## config.mk

```make
export PLATFORM = sky130hd
export DESIGN_NAME = modfib_descrambler
export DESIGN_NICKNAME = d
export VERILOG_FILES = /design/src/rtl/dsc_pkg.sv /design/src/rtl/dsc_ctrl.sv /design/src/rtl/dsc_recover_lane.sv /design/src/rtl/dsc_track_lane.sv /design/src/rtl/dsc_err.sv /design/src/rtl/modfib_descrambler.sv
export SDC_FILE = /design/constraint.sdc
export NUM_CORES = 1
export LEC_CHECK = 0
export CORE_MARGIN = 4
export CORE_UTILIZATION = 50
export DETAILED_ROUTE_END_ITERATION = 12
export HOLD_SLACK_MARGIN = 0.15
export PLACE_DENSITY = 0.79
export SETUP_SLACK_MARGIN = 0.15
export SYNTH_ARGS = -nofsm -noshare
export SYNTH_HDL_FRONTEND = slang
export SYNTH_SLANG_ARGS = --single-unit
export TNS_END_PERCENT = 20
```

## constraint.sdc

```tcl
create_clock -name clk -period 4.4 [get_ports clk]
set_clock_uncertainty 0.2 [all_clocks]
set_input_delay 0.88 -clock clk [delete_from_list [all_inputs] [get_ports clk]]
set_output_delay 0.88 -clock clk [all_outputs]
set_load 0.01 [all_outputs]
```

## src/rtl/dsc_pkg.sv

```systemverilog
package dsc_pkg;
    typedef enum logic {
        ST_IDLE = 1'b0,
        ST_HALF = 1'b1
    } dsc_state_e;
endpackage

```

## src/rtl/dsc_ctrl.sv

```systemverilog
module dsc_ctrl
    import dsc_pkg::*;
(
    input  logic clk,
    input  logic rst_n,
    input  logic phase_i,
    output logic acc_en_o,
    output logic fold_en_o,
    output logic valid_o
);
    dsc_state_e state_q;
    dsc_state_e state_d;
    logic       valid_q;

    // state register
    always_ff @(posedge clk or negedge rst_n) begin
        if (!rst_n) begin
            state_q <= ST_IDLE;
            valid_q <= 1'b0;
        end else begin
            state_q <= state_d;
            valid_q <= fold_en_o;
        end
    end

    // next state and strobes
    always_comb begin
        state_d   = state_q;
        acc_en_o  = 1'b0;
        fold_en_o = 1'b0;
        unique case (state_q)
            ST_IDLE: begin
                if (!phase_i) begin
                    acc_en_o = 1'b1;
                    state_d  = ST_HALF;
                end
            end
            ST_HALF: begin
                if (phase_i) begin
                    fold_en_o = 1'b1;
                    state_d   = ST_IDLE;
                end else begin
                    acc_en_o = 1'b1;
                end
            end
            default: state_d = ST_IDLE;
        endcase
    end

    assign valid_o = valid_q;
endmodule

```

## src/rtl/dsc_recover_lane.sv

```systemverilog
module dsc_recover_lane #(
    parameter int W   = 18,
    parameter int ADJ = 4030
) (
    input  logic         clk,
    input  logic         rst_n,
    input  logic         acc_en,
    input  logic         fold_en,
    input  logic [W-1:0] sym,
    input  logic [W-1:0] state_b,
    output logic [W-1:0] msg,
    output logic         hi_bit
);
    localparam logic [W:0] ADJ_V = (W+1)'(ADJ);

    logic [W:0] acc_q;
    logic       borrow_q;
    logic [W:0] diff;
    logic [W:0] reduced;
    logic [W:0] fold_next;

    // subtraction as complement plus a single carry-in (inverted borrow)
    always_comb begin
        diff      = {1'b0, sym} + ~{1'b0, state_b} + {{W{1'b0}}, ~borrow_q};
        reduced   = acc_q - ADJ_V;
        fold_next = acc_q[W] ? {1'b0, reduced[W-1:0]} : acc_q;
    end

    always_ff @(posedge clk or negedge rst_n) begin
        if (!rst_n) begin
            acc_q    <= '0;
            borrow_q <= 1'b0;
        end else if (acc_en) begin
            acc_q <= diff;
        end else if (fold_en) begin
            borrow_q <= acc_q[W];
            acc_q    <= fold_next;
        end
    end

    assign msg    = acc_q[W-1:0];
    assign hi_bit = fold_next[W-1];
endmodule

```

## src/rtl/dsc_track_lane.sv

```systemverilog
module dsc_track_lane #(
    parameter int W      = 18,
    parameter int ADJ    = 4030,
    parameter int INIT_B = 111981,
    parameter int INIT_T = 56247
) (
    input  logic         clk,
    input  logic         rst_n,
    input  logic         acc_en,
    input  logic         fold_en,
    input  logic [W-1:0] sym,
    output logic [W-1:0] state_b
);
    localparam logic [W:0]   ADJ_V  = (W+1)'(ADJ);
    localparam logic [W:0]   INIT_BV = (W+1)'(INIT_B);
    localparam logic [W-1:0] INIT_TV = W'(INIT_T);

    logic [W-1:0] dly_q;
    logic [W:0]   b_q;
    logic         carry_q;
    logic [W:0]   sum;
    logic [W:0]   probe;

    always_comb begin
        sum   = {1'b0, dly_q} + b_q + {{W{1'b0}}, carry_q};
        probe = b_q + ADJ_V;
    end

    always_ff @(posedge clk or negedge rst_n) begin
        if (!rst_n) begin
            dly_q   <= INIT_TV;
            b_q     <= INIT_BV;
            carry_q <= 1'b0;
        end else if (acc_en) begin
            b_q   <= sum;
            dly_q <= sym;
        end else if (fold_en) begin
            carry_q <= probe[W];
            if (probe[W]) b_q <= {1'b0, probe[W-1:0]};
        end
    end

    assign state_b = b_q[W-1:0];
endmodule

```

## src/rtl/dsc_err.sv

```systemverilog
module dsc_err #(
    parameter int W       = 18,
    parameter int MODULUS = 258114
) (
    input  logic         clk,
    input  logic         rst_n,
    input  logic         acc_en,
    input  logic         fold_en,
    input  logic [W-1:0] sym,
    input  logic         hi_bit,
    input  logic         clr,
    output logic         err
);
    localparam logic [W-1:0] MOD_V = W'(MODULUS);

    logic err_q;
    logic set_now;

    always_comb begin
        set_now = (acc_en && (sym >= MOD_V)) || (fold_en && hi_bit);
    end

    always_ff @(posedge clk or negedge rst_n) begin
        if (!rst_n)       err_q <= 1'b0;
        else if (set_now) err_q <= 1'b1;
        else if (clr)     err_q <= 1'b0;
    end

    assign err = err_q;
endmodule

```

## src/rtl/modfib_descrambler.sv

```systemverilog
module modfib_descrambler #(
    parameter int W       = 18,
    parameter int MODULUS = 258114,
    parameter int INIT_B  = 111981,
    parameter int INIT_T  = 56247
) (
    input  logic         clk,
    input  logic         rst_n,
    input  logic         phase_i,
    input  logic [W-1:0] sym_i,
    input  logic         clr_err_i,
    output logic [W-1:0] msg_o,
    output logic         valid_o,
    output logic         err_o
);
    localparam int ADJUST = (2 ** W) - MODULUS;

    logic         acc_en;
    logic         fold_en;
    logic [W-1:0] state_b;
    logic         hi_bit;

    dsc_ctrl u_ctrl (
        .clk       (clk),
        .rst_n     (rst_n),
        .phase_i   (phase_i),
        .acc_en_o  (acc_en),
        .fold_en_o (fold_en),
        .valid_o   (valid_o)
    );

    dsc_recover_lane #(.W(W), .ADJ(ADJUST)) u_rec (
        .clk     (clk),
        .rst_n   (rst_n),
        .acc_en  (acc_en),
        .fold_en (fold_en),
        .sym     (sym_i),
        .state_b (state_b),
        .msg     (msg_o),
        .hi_bit  (hi_bit)
    );

    dsc_track_lane #(.W(W), .ADJ(ADJUST), .INIT_B(INIT_B), .INIT_T(INIT_T)) u_trk (
        .clk     (clk),
        .rst_n   (rst_n),
        .acc_en  (acc_en),
        .fold_en (fold_en),
        .sym     (sym_i),
        .state_b (state_b)
    );

    dsc_err #(.W(W), .MODULUS(MODULUS)) u_err (
        .clk     (clk),
        .rst_n   (rst_n),
        .acc_en  (acc_en),
        .fold_en (fold_en),
        .sym     (sym_i),
        .hi_bit  (hi_bit),
        .clr     (clr_err_i),
        .err     (err_o)
    );
endmodule

```

; ---- Yosys cells after proc, flatten, opt, wreduce, memory -nomap -nowiden
; Index checks and enable logic that the tools add are counted.
; Widths: inputs -> output; s select.
[totals]
ff_bits = 61
input_bits = 22
output_inout_bits = 20
wordCells = 39
[classes]
addsub = 6
magnitude_cmp = 1
muxes = 11
n_bitwise = 2
n_reduce_logical = 10
[op_table]
columns = cell, n
row1 = $mux 19, 5
row2 = $add 18x19->19, 2
row3 = $add 19x1->19, 2
row4 = $add 19x12->19 const B, 1
row5 = $not 18->19, 1
row6 = $ge 18x18->1 const B, 1
row7 = $mux 18, 1
row8 = $sub 18x12->18 const B, 1
row9 = $reduce_bool 2->1, 4
row10 = $reduce_and 2->1, 3
row11 = $mux 1, 5
row12 = $logic_and 1x1->1, 2
row13 = $logic_or 1x1->1, 1
row14 = $not 1->1, 1

; ---- Longest topological paths before layout
; Gate-level depths: netlist of run 1.
[logic_depth]
depth_word = 5
mapped_depth = 10

; ---- Hierarchy
; A second synthesis of run 1 with hierarchy kept.
[hier_totals]
cells_unflattened = 604
hier_area_um2 = 5431.5
[modules_own_cells]
columns = mod, n_inst, cells_per_inst, area_each_um2
row1 = dsc_track_lane, 1, 319, 3011.6
row2 = dsc_recover_lane, 1, 270, 2262.2
row3 = dsc_err, 1, 11, 97.6
row4 = dsc_ctrl, 1, 4, 60.1

; ---- Worst setup path before layout of run 1
; OpenSTA, ideal clock, no wires.
[synth_timing]
kind = input port to flip-flop
start = input port sym_i[0]
end = register u_rec.acc_q[14]
t_arrival_ns = 3.067
path_slack_ns = 1.013
cell_stages = 10
path_buffers = 0
cell_sequence = inv_1 -> fa_1 -> inv_1 -> fa_1 -> a211o_1 -> a21oi_1 -> nor3_1 -> o21a_1 -> or4_1 -> a31o_2
[synth_via]
elab_chain_cells = 3
[synth_rtl]
columns = item, line_no
row1 = "start, declared", modfib_descrambler.sv:10  ; input logic [W-1:0] sym_i,
row2 = $add 18x19->19, dsc_recover_lane.sv:24  ; diff = {1'b0, sym} + ~{1'b0, state_b} + {{W{1'b0}}, ~borrow_q};
row3 = $add 19x1->19, dsc_recover_lane.sv:24
row4 = $mux 19, dsc_recover_lane.sv:33  ; end else if (acc_en) begin
row5 = "end signal, assigned", dsc_recover_lane.sv:34  ; acc_q <= diff;
row6 = "end signal, assigned", dsc_recover_lane.sv:37  ; acc_q <= fold_next;
row7 = "end, declared", dsc_recover_lane.sv:16  ; logic [W:0] acc_q;
; Every way passes these cells.
; A chain may end at the register's enable or synchronous reset.

; ---- Worst setup path after layout of run 1
; Same ends and word-level chain as after synthesis.

==> flow_summary.toml, run 1 <==
[critical_path]
critPathKind = "in2reg"
cp.arrival_ns = 3.68
critPathSlowestCell = "or4_1"
end_kind = "flop"
slowest_delay_ns = 0.47
start_kind = "primary input"
crit_required_ns = 4.44
path_cells = "clkdlybuf4s50_1 > inv_1 > fa_1 > inv_1 > fa_1 > a211o_1 > a21oi_1 > nor3_1 > o21a_1 > or4_1 > a31o_2"
crit_path_max_fanout = 4

[synthesis]
synth_area_sq_um = 5035
ys_types = 68
ys_ff_latch = 61
synth_cells = 564
synthAdderAreaFrac = 0.1054
muxShareOfSynthArea = 0.06113
syn_area_per_cell_sq_um = 8.927
synth-edff-count = 0
synth-simple-area-share = 0.1471
synth_top_family_by_area = "compound AO/OA/AOI/OAI gates"
syn_nets = 626
ys_seq_area_frac = 0.3089
ys.flop_type = "dfrtp_1"
synth_xor_area_frac = 0.08350
synth_warnings = 0
synth_compound_area_frac = 0.2244
synthArstFlopShare = 1.000

[flow_run]
cap_violations = 0

[clock_tree]
cts_hold_buf = 0
cts_tree = "done"
cts_max_level = 3
cts_buffers = 9
clockRootBuffer = "clkbuf_8"
clkTransAtPathRegs_ns = 0.07
post_cts_resized = 0
cts_setup_buffers = 0
clk_path_buf_depth = 2
clkLatencyLatePin_ns = 0.36
clock_sinks = 61

[floorplanning]
ios = 42
die-area_sq_um = 11740
start_util = 0.5151
core_area_sq_um = 9774
die_y_microns = 108.3
die_width_microns = 108.3
rows = 36

[finish]
final_common_cell = "nand2_1"
fin_cells = 721
diodes = 0
nNetsFinal = 645
layout_common_cells = "nand2_1, a21oi_1, clkdlybuf4s50_1"
final_core_util = 0.5769
syn_to_final_growth_pct = 12.00
drive_above_1_share = 0.1310

[placed_design]
io_buffers = 41
dp.final_hpwl_microns = 9333
gp_congestion = 0.9431
dp_cells = 705

[grt]
grt-busiest-layer = "met2"
grt_pass1_vias = 4215
grt_max_degree = 88
grt.overflow.total = 0
use_met3 = 0.02866
grt_first_pass_wirelength_microns = 20360
grt_usage = 0.2216
grt_util_met1 = 0.2844
antenna_found_initial = 0
grt_util_met2 = 0.3659

[status]
status = "finished, final reports clean"

[power]
p_leak_nw = 2.406
peakVddDrop_mv = 0.2467
p_per_area_nw_per_um2 = 727.0

[sta]
worst_pin_slew_ns = 1.180
fin_setup_tns_ns = 0
slew_headroom = 0.2117
fin_crit_ns = 3.636
finalHoldViolCount = 0
finalSetupViolations = 0
final.period_utilization = 0.8264
slew_viol_final = 0
rsz0062_at_grt = "false"
fmax_mhz = 275.0

[route]
num_vias = 4360
wire_per_inst_microns = 17.39
antenna_left = 0
via_per_inst = 6.047
drc_errors = 0
drtIter0Drc = 372
drt_wl_total_microns = 12540
firstDrtPassIters = 5

[min_path]
min_path_type = "reg2reg"
## cell families after synthesis
kind of cell,count (synthesis)
AND/OR/NAND/NOR,147
AO/OA/AOI/OAI,167
XOR/XNOR,48
multiplexers,28
adder cells (fa/ha/maj),40
buffers and inverters,73
flip-flops,61
## per-stage QoR
step	power (mW)	area (sq um)	hold slack [ns]	setup slack [ns]
after global routing	4.430	5639	0.3238	0.6441
after global placement	3.378	5414	0.2768	0.4659
after floorplan	2.925	5035	0.2542	1.013
final	4.100	5639	0.2902	0.7639
after CTS	4.070	5639	0.2914	0.7849
after detailed placement	3.469	5414	0.2742	0.4174
## worst max-delay path, delay by kind of cell
family	cells	cell delay, ns
AO/OA/AOI/OAI	4	1.04
buffers and inverters	3	0.54
AND/OR/NAND/NOR	2	0.61
adder cells (fa/ha/maj)	2	0.60
## path summary, 6_finish.rpt
path,start,cells after the start,slack [ns],endpoint
worst min-delay path,u_rec.acc_q[0]$_DFFE_PN0P_,2,0.29,u_rec.acc_q[0]$_DFFE_PN0P_
worst min register to register,u_rec.acc_q[0]$_DFFE_PN0P_,2,0.29,u_rec.acc_q[0]$_DFFE_PN0P_
max in group asynchronous,rst_n,2,2.70,u_trk.dly_q[0]$_DFFE_PN1N_
min in group asynchronous,rst_n,1,0.37,u_rec.acc_q[17]$_DFFE_PN0P_
worst max register to register,u_trk.b_q[0]$_DFFE_PN1P_,9,0.99,u_trk.b_q[18]$_DFFE_PN0P_
worst max-delay path,sym_i[0],11,0.76,u_rec.acc_q[14]$_DFFE_PN0P_
## synthesized netlist by cell type, types with 7 or more instances
cell type | number | area [sq um]
nand2_1 | 43 | 161.4
a21oi_1 | 41 | 205.2
nand3_1 | 8 | 40.04
nor3_1 | 13 | 65.06
clkbuf_1 | 11 | 41.29
dfrtp_1 | 38 | 950.9
ha_1 | 36 | 450.4
o21ai_0 | 36 | 180.2
a31oi_1 | 9 | 56.30
dfstp_2 | 23 | 604.3
xor2_1 | 15 | 131.4
inv_1 | 37 | 138.9
buf_4 | 18 | 135.1
nor2_1 | 35 | 131.4
xnor2_1 | 33 | 289.0
mux2_2 | 22 | 247.7
a21o_1 | 11 | 82.58
and3_1 | 10 | 62.56
a211oi_1 | 10 | 75.07
o2111ai_1 | 7 | 61.31
## final cells by class
class / instances / area (sq um)
clock buffer: 12 / 155.1
clock inverter: 4 / 70.07
tap: 133 / 166.4
multi-input combinational: 430 / 3134
fill: 862 / 4135
timing repair buffer: 43 / 415.4
inverter: 38 / 142.6
sequential: 61 / 1555
## registers in the layout, indices dropped and copies added, names as in the netlist
| name | flops |
|---|---|
| u_trk.dly_q | 18 |
| u_rec.acc_q | 19 |
| u_err.err | 1 |
| u_ctrl.state_q | 1 |
| u_rec.borrow_q | 1 |
| u_ctrl.valid_o | 1 |
| u_trk.b_q | 19 |
| u_trk.carry_q | 1 |
## power breakdown
group | total (mW) | internal (mW) | switching, mW
Sequential | 1.08 | 0.825 | 0.256
Combinational | 2.44 | 1.10 | 1.34
Clock | 0.582 | 0.348 | 0.234
## layer usage
metal | part of all wire | up-vias
met1 | 0.43 | 2098
met4 | 0.032 | 0
met3 | 0.048 | 41
met2 | 0.49 | 140
li1 | - | 2081
met5 | 0 | -
Note: power is estimated with default switching activity, not from simulation.
==> run 2, diff against run 1 <==
--- a/config.mk
+++ b/config.mk
@@ -9,7 +9,7 @@
 export CORE_UTILIZATION = 50
 export DETAILED_ROUTE_END_ITERATION = 12
 export HOLD_SLACK_MARGIN = 0.15
-export PLACE_DENSITY = 0.79
+export PLACE_DENSITY = 0.82
 export SETUP_SLACK_MARGIN = 0.15
 export SYNTH_ARGS = -nofsm -noshare
 export SYNTH_HDL_FRONTEND = slang
==> constraint.sdc (replaced) <==
create_clock -name clk -period 3.25 [get_ports clk]
set_clock_uncertainty 0.2 [all_clocks]
set_input_delay 0.65 -clock clk [delete_from_list [all_inputs] [get_ports clk]]
set_output_delay 0.65 -clock clk [all_outputs]
set_load 0.01 [all_outputs]
==> flow_summary.toml, run 2 (synthesis results as in run 1) <==
[min_path]
min_path_type = "reg2reg"
holdPathStages = 2
min_from = "u_rec.acc_q[0]$_DFFE_PN0P_"

[finish]
layout_common_cells = "nand2_1, a21oi_1, clkdlybuf4s50_1, dfrtp_1, ha_1"
fillCellCount = 794
drive_above_1_share = 0.1945
syn_to_final_growth_pct = 18.34
largestRegisters = "u_rec.acc_q (19), u_trk.b_q (19), u_trk.dly_q (18)"
diodes = 0
final_common_cell = "nand2_1"
nNetsFinal = 679

[power]
p_leak_nw = 2.577
p_per_area_nw_per_um2 = 974.6
peakVddDrop_mv = 0.3807
total_power_mw = 5.807

[sta]
fin_setup_tns_ns = 0
slew_headroom = 0.6224
finalHoldViolCount = 0
fmax_mhz = 320.1
slew_viol_final = 0
finalSetupViolations = 0
worst_pin_slew_ns = 0.5593
fin_crit_ns = 3.124
final.period_utilization = 0.9611
rsz0062_at_grt = "true"

[critical_path]
slowest_delay_ns = 0.56
end_kind = "flop"
worstSetupStartpoint = "u_trk.dly_q[0]$_DFFE_PN1N_"
r2r_cells = 11
critPathKind = "reg2reg"
cp.arrival_ns = 3.20
crit_required_ns = 3.33
r2r-start = "u_trk.dly_q[0]$_DFFE_PN1N_"
critPathSlowestCell = "dfstp_2"
path_cells = "fa_2 > inv_1 > fa_2 > nand2b_4 > a211o_1 > a2111oi_4 > buf_4 > nor2_2 > buf_4 > xnor2_1 > mux2_2"
crit_path_max_fanout = 3
start_kind = "flop"

[flow_run]
cap_violations = 0

[floorplanning]
die_width_microns = 108.3
die_y_microns = 108.3
start_util = 0.5151
die-area_sq_um = 11740
ios = 42
core_area_sq_um = 9774
rows = 36

[route]
wire_per_inst_microns = 18.00
firstDrtPassIters = 6
via_per_inst = 6.041
num_vias = 4561
antenna_left = 0
drt_wl_total_microns = 13590
drc_errors = 0
drtIter0Drc = 365

[grt]
antenna_found_initial = 0
grt.overflow.total = 0
grt_first_pass_wirelength_microns = 22310
grt_max_degree = 88
grt_usage = 0.2419
grt_pass1_vias = 4552

[placed_design]
gp_congestion = 0.9076
dp.final_hpwl_microns = 10100
io_buffers = 41

[clock_tree]
cts_tree = "done"
clock_sinks = 61
clkLatencyLatePin_ns = 0.36
clockRootBuffer = "clkbuf_8"
cts_buffers = 9
cts_max_level = 3
clk_path_buf_depth = 2
clkTransAtPathRegs_ns = 0.07

[status]
status = "finished, final reports clean"
==> run 2: cell count changes in the layout (fill, tap and decap cells not counted), moves of 3 or more <==
cell and change:
clkbuf_1 +3, buf_4 +31, fa_1 -4, fa_2 +4
==> run 2: timing repair <==
item                       4_1_cts  5_1_grt
gates cloned                     0        0
hold endpoints to repair         4        0
pin swaps                        8       13
resized for setup                9       12
buffers inserted                 2        3
setup endpoints to repair        6        9
hold buffers                     1        0
==> run 2: routing by layer <==
metal | GRT usage | vias to the layer above | routed length (microns)
li1 | - | 2153 | -
met1 | 0.3021 | 2173 | 5644
met2 | 0.4161 | 199 | 6745
met3 | 0.03701 | 36 | 785
met4 | 0.1019 | 0 | 413
met5 | 0 | - | 0
==> run 2: cell type report <==
type / instances / area, sq um / area share
Multi-Input combinational cell: 430 / 3214 / 0.5395
Sequential cell: 61 / 1555 / 0.2610
Timing Repair Buffer: 77 / 691.9 / 0.1161
Tap cell: 133 / 166.4 / 0.02793
Clock buffer: 14 / 152.6 / 0.02562
Inverter: 38 / 142.6 / 0.02394
Clock inverter: 2 / 35.03 / 0.005880
==> run 2: final timing paths <==
path / end / slack (ns)
hold / removal: u_rec.acc_q[0]$_DFFE_PN0P_ / 0.30
min in group asynchronous: u_rec.acc_q[1]$_DFFE_PN0P_ / 0.52
max in group asynchronous: u_trk.b_q[16]$_DFFE_PN1P_ / 1.63
setup reg to reg: u_trk.b_q[10]$_DFFE_PN1P_ / 0.13
setup / recovery: u_trk.b_q[10]$_DFFE_PN1P_ / 0.13
hold reg to reg: u_rec.acc_q[0]$_DFFE_PN0P_ / 0.30
==> run 2: per-stage QoR <==
stage	cell area, sq um	hold WS, ns	utilization	std cells	setup slack [ns]
final	5958	0.2973	0.6096	755	0.1264
after global routing	5958	0.3503	0.6096	755	0.01945
after CTS	5892	0.3063	0.6028	752	0.08035
after detailed placement	5643	0.2890	0.5773	733	-0.3437
after global placement	5643	0.2646	0.5773	733	-0.2707
after floorplan	5041	0.1544	-	564	0.1905
==> run 2: report_power, final <==
part / internal [mW] / switching (mW) / total (mW)
logic: 1.67 / 1.98 / 3.65
registers: 1.12 / 0.355 / 1.47
clock network: 0.376 / 0.308 / 0.683
total: 3.16 / 2.64 / 5.81
==> run 2: critical path, delay by kind of cell (launching register included) <==
| kind | cells | cell delay (ns) |
|---|---|---|
| buffers and inverters | 3 | 0.38 |
| AND/OR/NAND/NOR | 2 | 0.20 |
| adder cells (fa/ha/maj) | 2 | 0.59 |
| AO/OA/AOI/OAI | 2 | 0.73 |
| XOR/XNOR | 1 | 0.11 |
| multiplexers | 1 | 0.26 |
| flip-flops | 1 | 0.56 |
==> run 3, diff against run 2 <==
--- a/config.mk
+++ b/config.mk
@@ -5,10 +5,10 @@
 export SDC_FILE = /design/constraint.sdc
 export NUM_CORES = 1
 export LEC_CHECK = 0
-export CORE_MARGIN = 4
 export CORE_UTILIZATION = 50
 export DETAILED_ROUTE_END_ITERATION = 12
 export HOLD_SLACK_MARGIN = 0.15
+export MAX_ROUTING_LAYER = met4
 export PLACE_DENSITY = 0.82
 export SETUP_SLACK_MARGIN = 0.15
 export SYNTH_ARGS = -nofsm -noshare
==> flow_summary.toml, run 3 (synthesis results as in run 1) <==
[status]
status = "finished, final reports clean"

[placed_design]
post-place-ws_ns = -0.3251
gp_congestion = 0.9523
dp.final_hpwl_microns = 9688
io_buffers = 41
placed_area_sq_um = 5628
dp_cells = 731

[sta]
timing.final.ws_setup_ns = 0.1573
finalHoldViolCount = 0
slew_viol_final = 0
final.period_utilization = 0.9516
finalSetupViolations = 0
slew_headroom = 0.5852
worst_pin_slew_ns = 0.6065
fmax_mhz = 323.3
fin_crit_ns = 3.093
rsz0062_at_grt = "true"
fin_setup_tns_ns = 0

[clock_tree]
clk_path_buf_depth = 2
cts_buffers = 9
cts_max_level = 3
clockRootBuffer = "clkbuf_8"
clkLatencyLatePin_ns = 0.37
clkTransAtPathRegs_ns = 0.07
cts_tree = "done"
clock_sinks = 61

[grt]
grt_usage = 0.2707
grt_pass1_vias = 4396
grt_max_degree = 88
antenna_found_initial = 0
grt_first_pass_wirelength_microns = 20930
grt.overflow.total = 0

[critical_path]
crit_required_ns = 3.35
cp.arrival_ns = 3.19
crit_path_max_fanout = 3
r2r_cells = 11
start_kind = "flop"
critPathKind = "reg2reg"
end_kind = "flop"

[route]
drc_errors = 0
drt_wl_total_microns = 12970
drtIter0Drc = 434
antenna_left = 0
wire_per_inst_microns = 17.29
num_vias = 4437
via_per_inst = 5.916
firstDrtPassIters = 9

[min_path]
holdPathStages = 2
min_path_type = "reg2reg"

[power]
p_per_area_nw_per_um2 = 969.1
peakVddDrop_mv = 0.3096
p_leak_nw = 2.537
total_power_mw = 5.716

[flow_run]
cap_violations = 0

[floorplanning]
die_y_microns = 102.3
core_area_sq_um = 9774
start_util = 0.5151
die_width_microns = 102.3
die-area_sq_um = 10470
ios = 42
rows = 36

[finish]
layout_common_cells = "nand2_1, a21oi_1, clkdlybuf4s50_1, dfrtp_1"
drive_above_1_share = 0.1880
nNetsFinal = 674
largestRegisters = "u_rec.acc_q (19), u_trk.b_q (19), u_trk.dly_q (18)"
design_area_sq_um = 5898
diodes = 0
syn_to_final_growth_pct = 17.15
final_common_cell = "nand2_1"
fin_cells = 750
run 3: cell types whose count changed in the layout (fill, tap and decap cells not counted), sizes merged:
cell	before	now
clkbuf	14	10
clkinv	2	4
buf	37	32
clkinvlp	0	2
run 3: worst max-delay path, stage by stage, from the launching register on:
cell       delay [ns]
dfstp_2          0.56
fa_2             0.22
inv_1            0.06
fa_1             0.39
nand2b_1         0.18
a211o_1          0.33
a2111oi_4        0.32
buf_4            0.17
nor2_1           0.08
buf_4            0.15
xnor2_1          0.11
mux2_2           0.26
run 3: routing by layer:
metal | up-vias | routed length, microns | GRT usage
met4 | 0 | 369 | 0.1363
met3 | 28 | 599 | 0.03146
met2 | 159 | 6376 | 0.4481
met5 | - | 0 | -
li1 | 2143 | - | -
met1 | 2107 | 5626 | 0.3259
run 3: layout make-up:
type | count | area (sq um)
Tap cell | 133 | 166.4
Clock buffer | 10 | 127.6
Fill cell | 821 | 3876
Clock inverter | 6 | 63.81
Multi-Input combinational cell | 430 | 3192
Inverter | 38 | 142.6
Sequential cell | 61 | 1555
Timing Repair Buffer | 72 | 650.6
run 3: repair_timing:
action                                  in CTS  in global routing
pin swaps                                    7                  7
hold buffers                                 1                  0
resized for setup                            8                  6
endpoints found under the hold margin        4                  0
setup buffers                                2                  0
endpoints found under the setup margin       6                  7
run 3: worst paths after layout:
check,start,to,slack (ns)
setup reg to reg,u_trk.b_q[0]$_DFFE_PN1P_,u_trk.b_q[10]$_DFFE_PN1P_,0.16
max in group asynchronous,rst_n,u_trk.dly_q[15]$_DFFE_PN1N_,1.65
min in group asynchronous,rst_n,u_rec.acc_q[1]$_DFFE_PN0P_,0.50
hold reg to reg,u_rec.acc_q[0]$_DFFE_PN0P_,u_rec.acc_q[0]$_DFFE_PN0P_,0.30
setup / recovery,u_trk.b_q[0]$_DFFE_PN1P_,u_trk.b_q[10]$_DFFE_PN1P_,0.16
hold / removal,u_rec.acc_q[0]$_DFFE_PN0P_,u_rec.acc_q[0]$_DFFE_PN0P_,0.30
run 3: report_power, final:
group          internal, mW  switching (mW)  total, mW  leakage (nW)
clock                 0.353           0.336      0.689        0.0923
sequential             1.12           0.342       1.46         0.689
combinational          1.64            1.93       3.57          1.76
total                  3.11            2.61       5.72          2.54
run 3: stage by stage:
step	util	hold WS [ns]
global route	0.6034	0.3352
finish	0.6034	0.3022
CTS	0.5997	0.3134
global placement	0.5758	0.2656
detailed placement	0.5758	0.2954
floorplan	-	0.1544
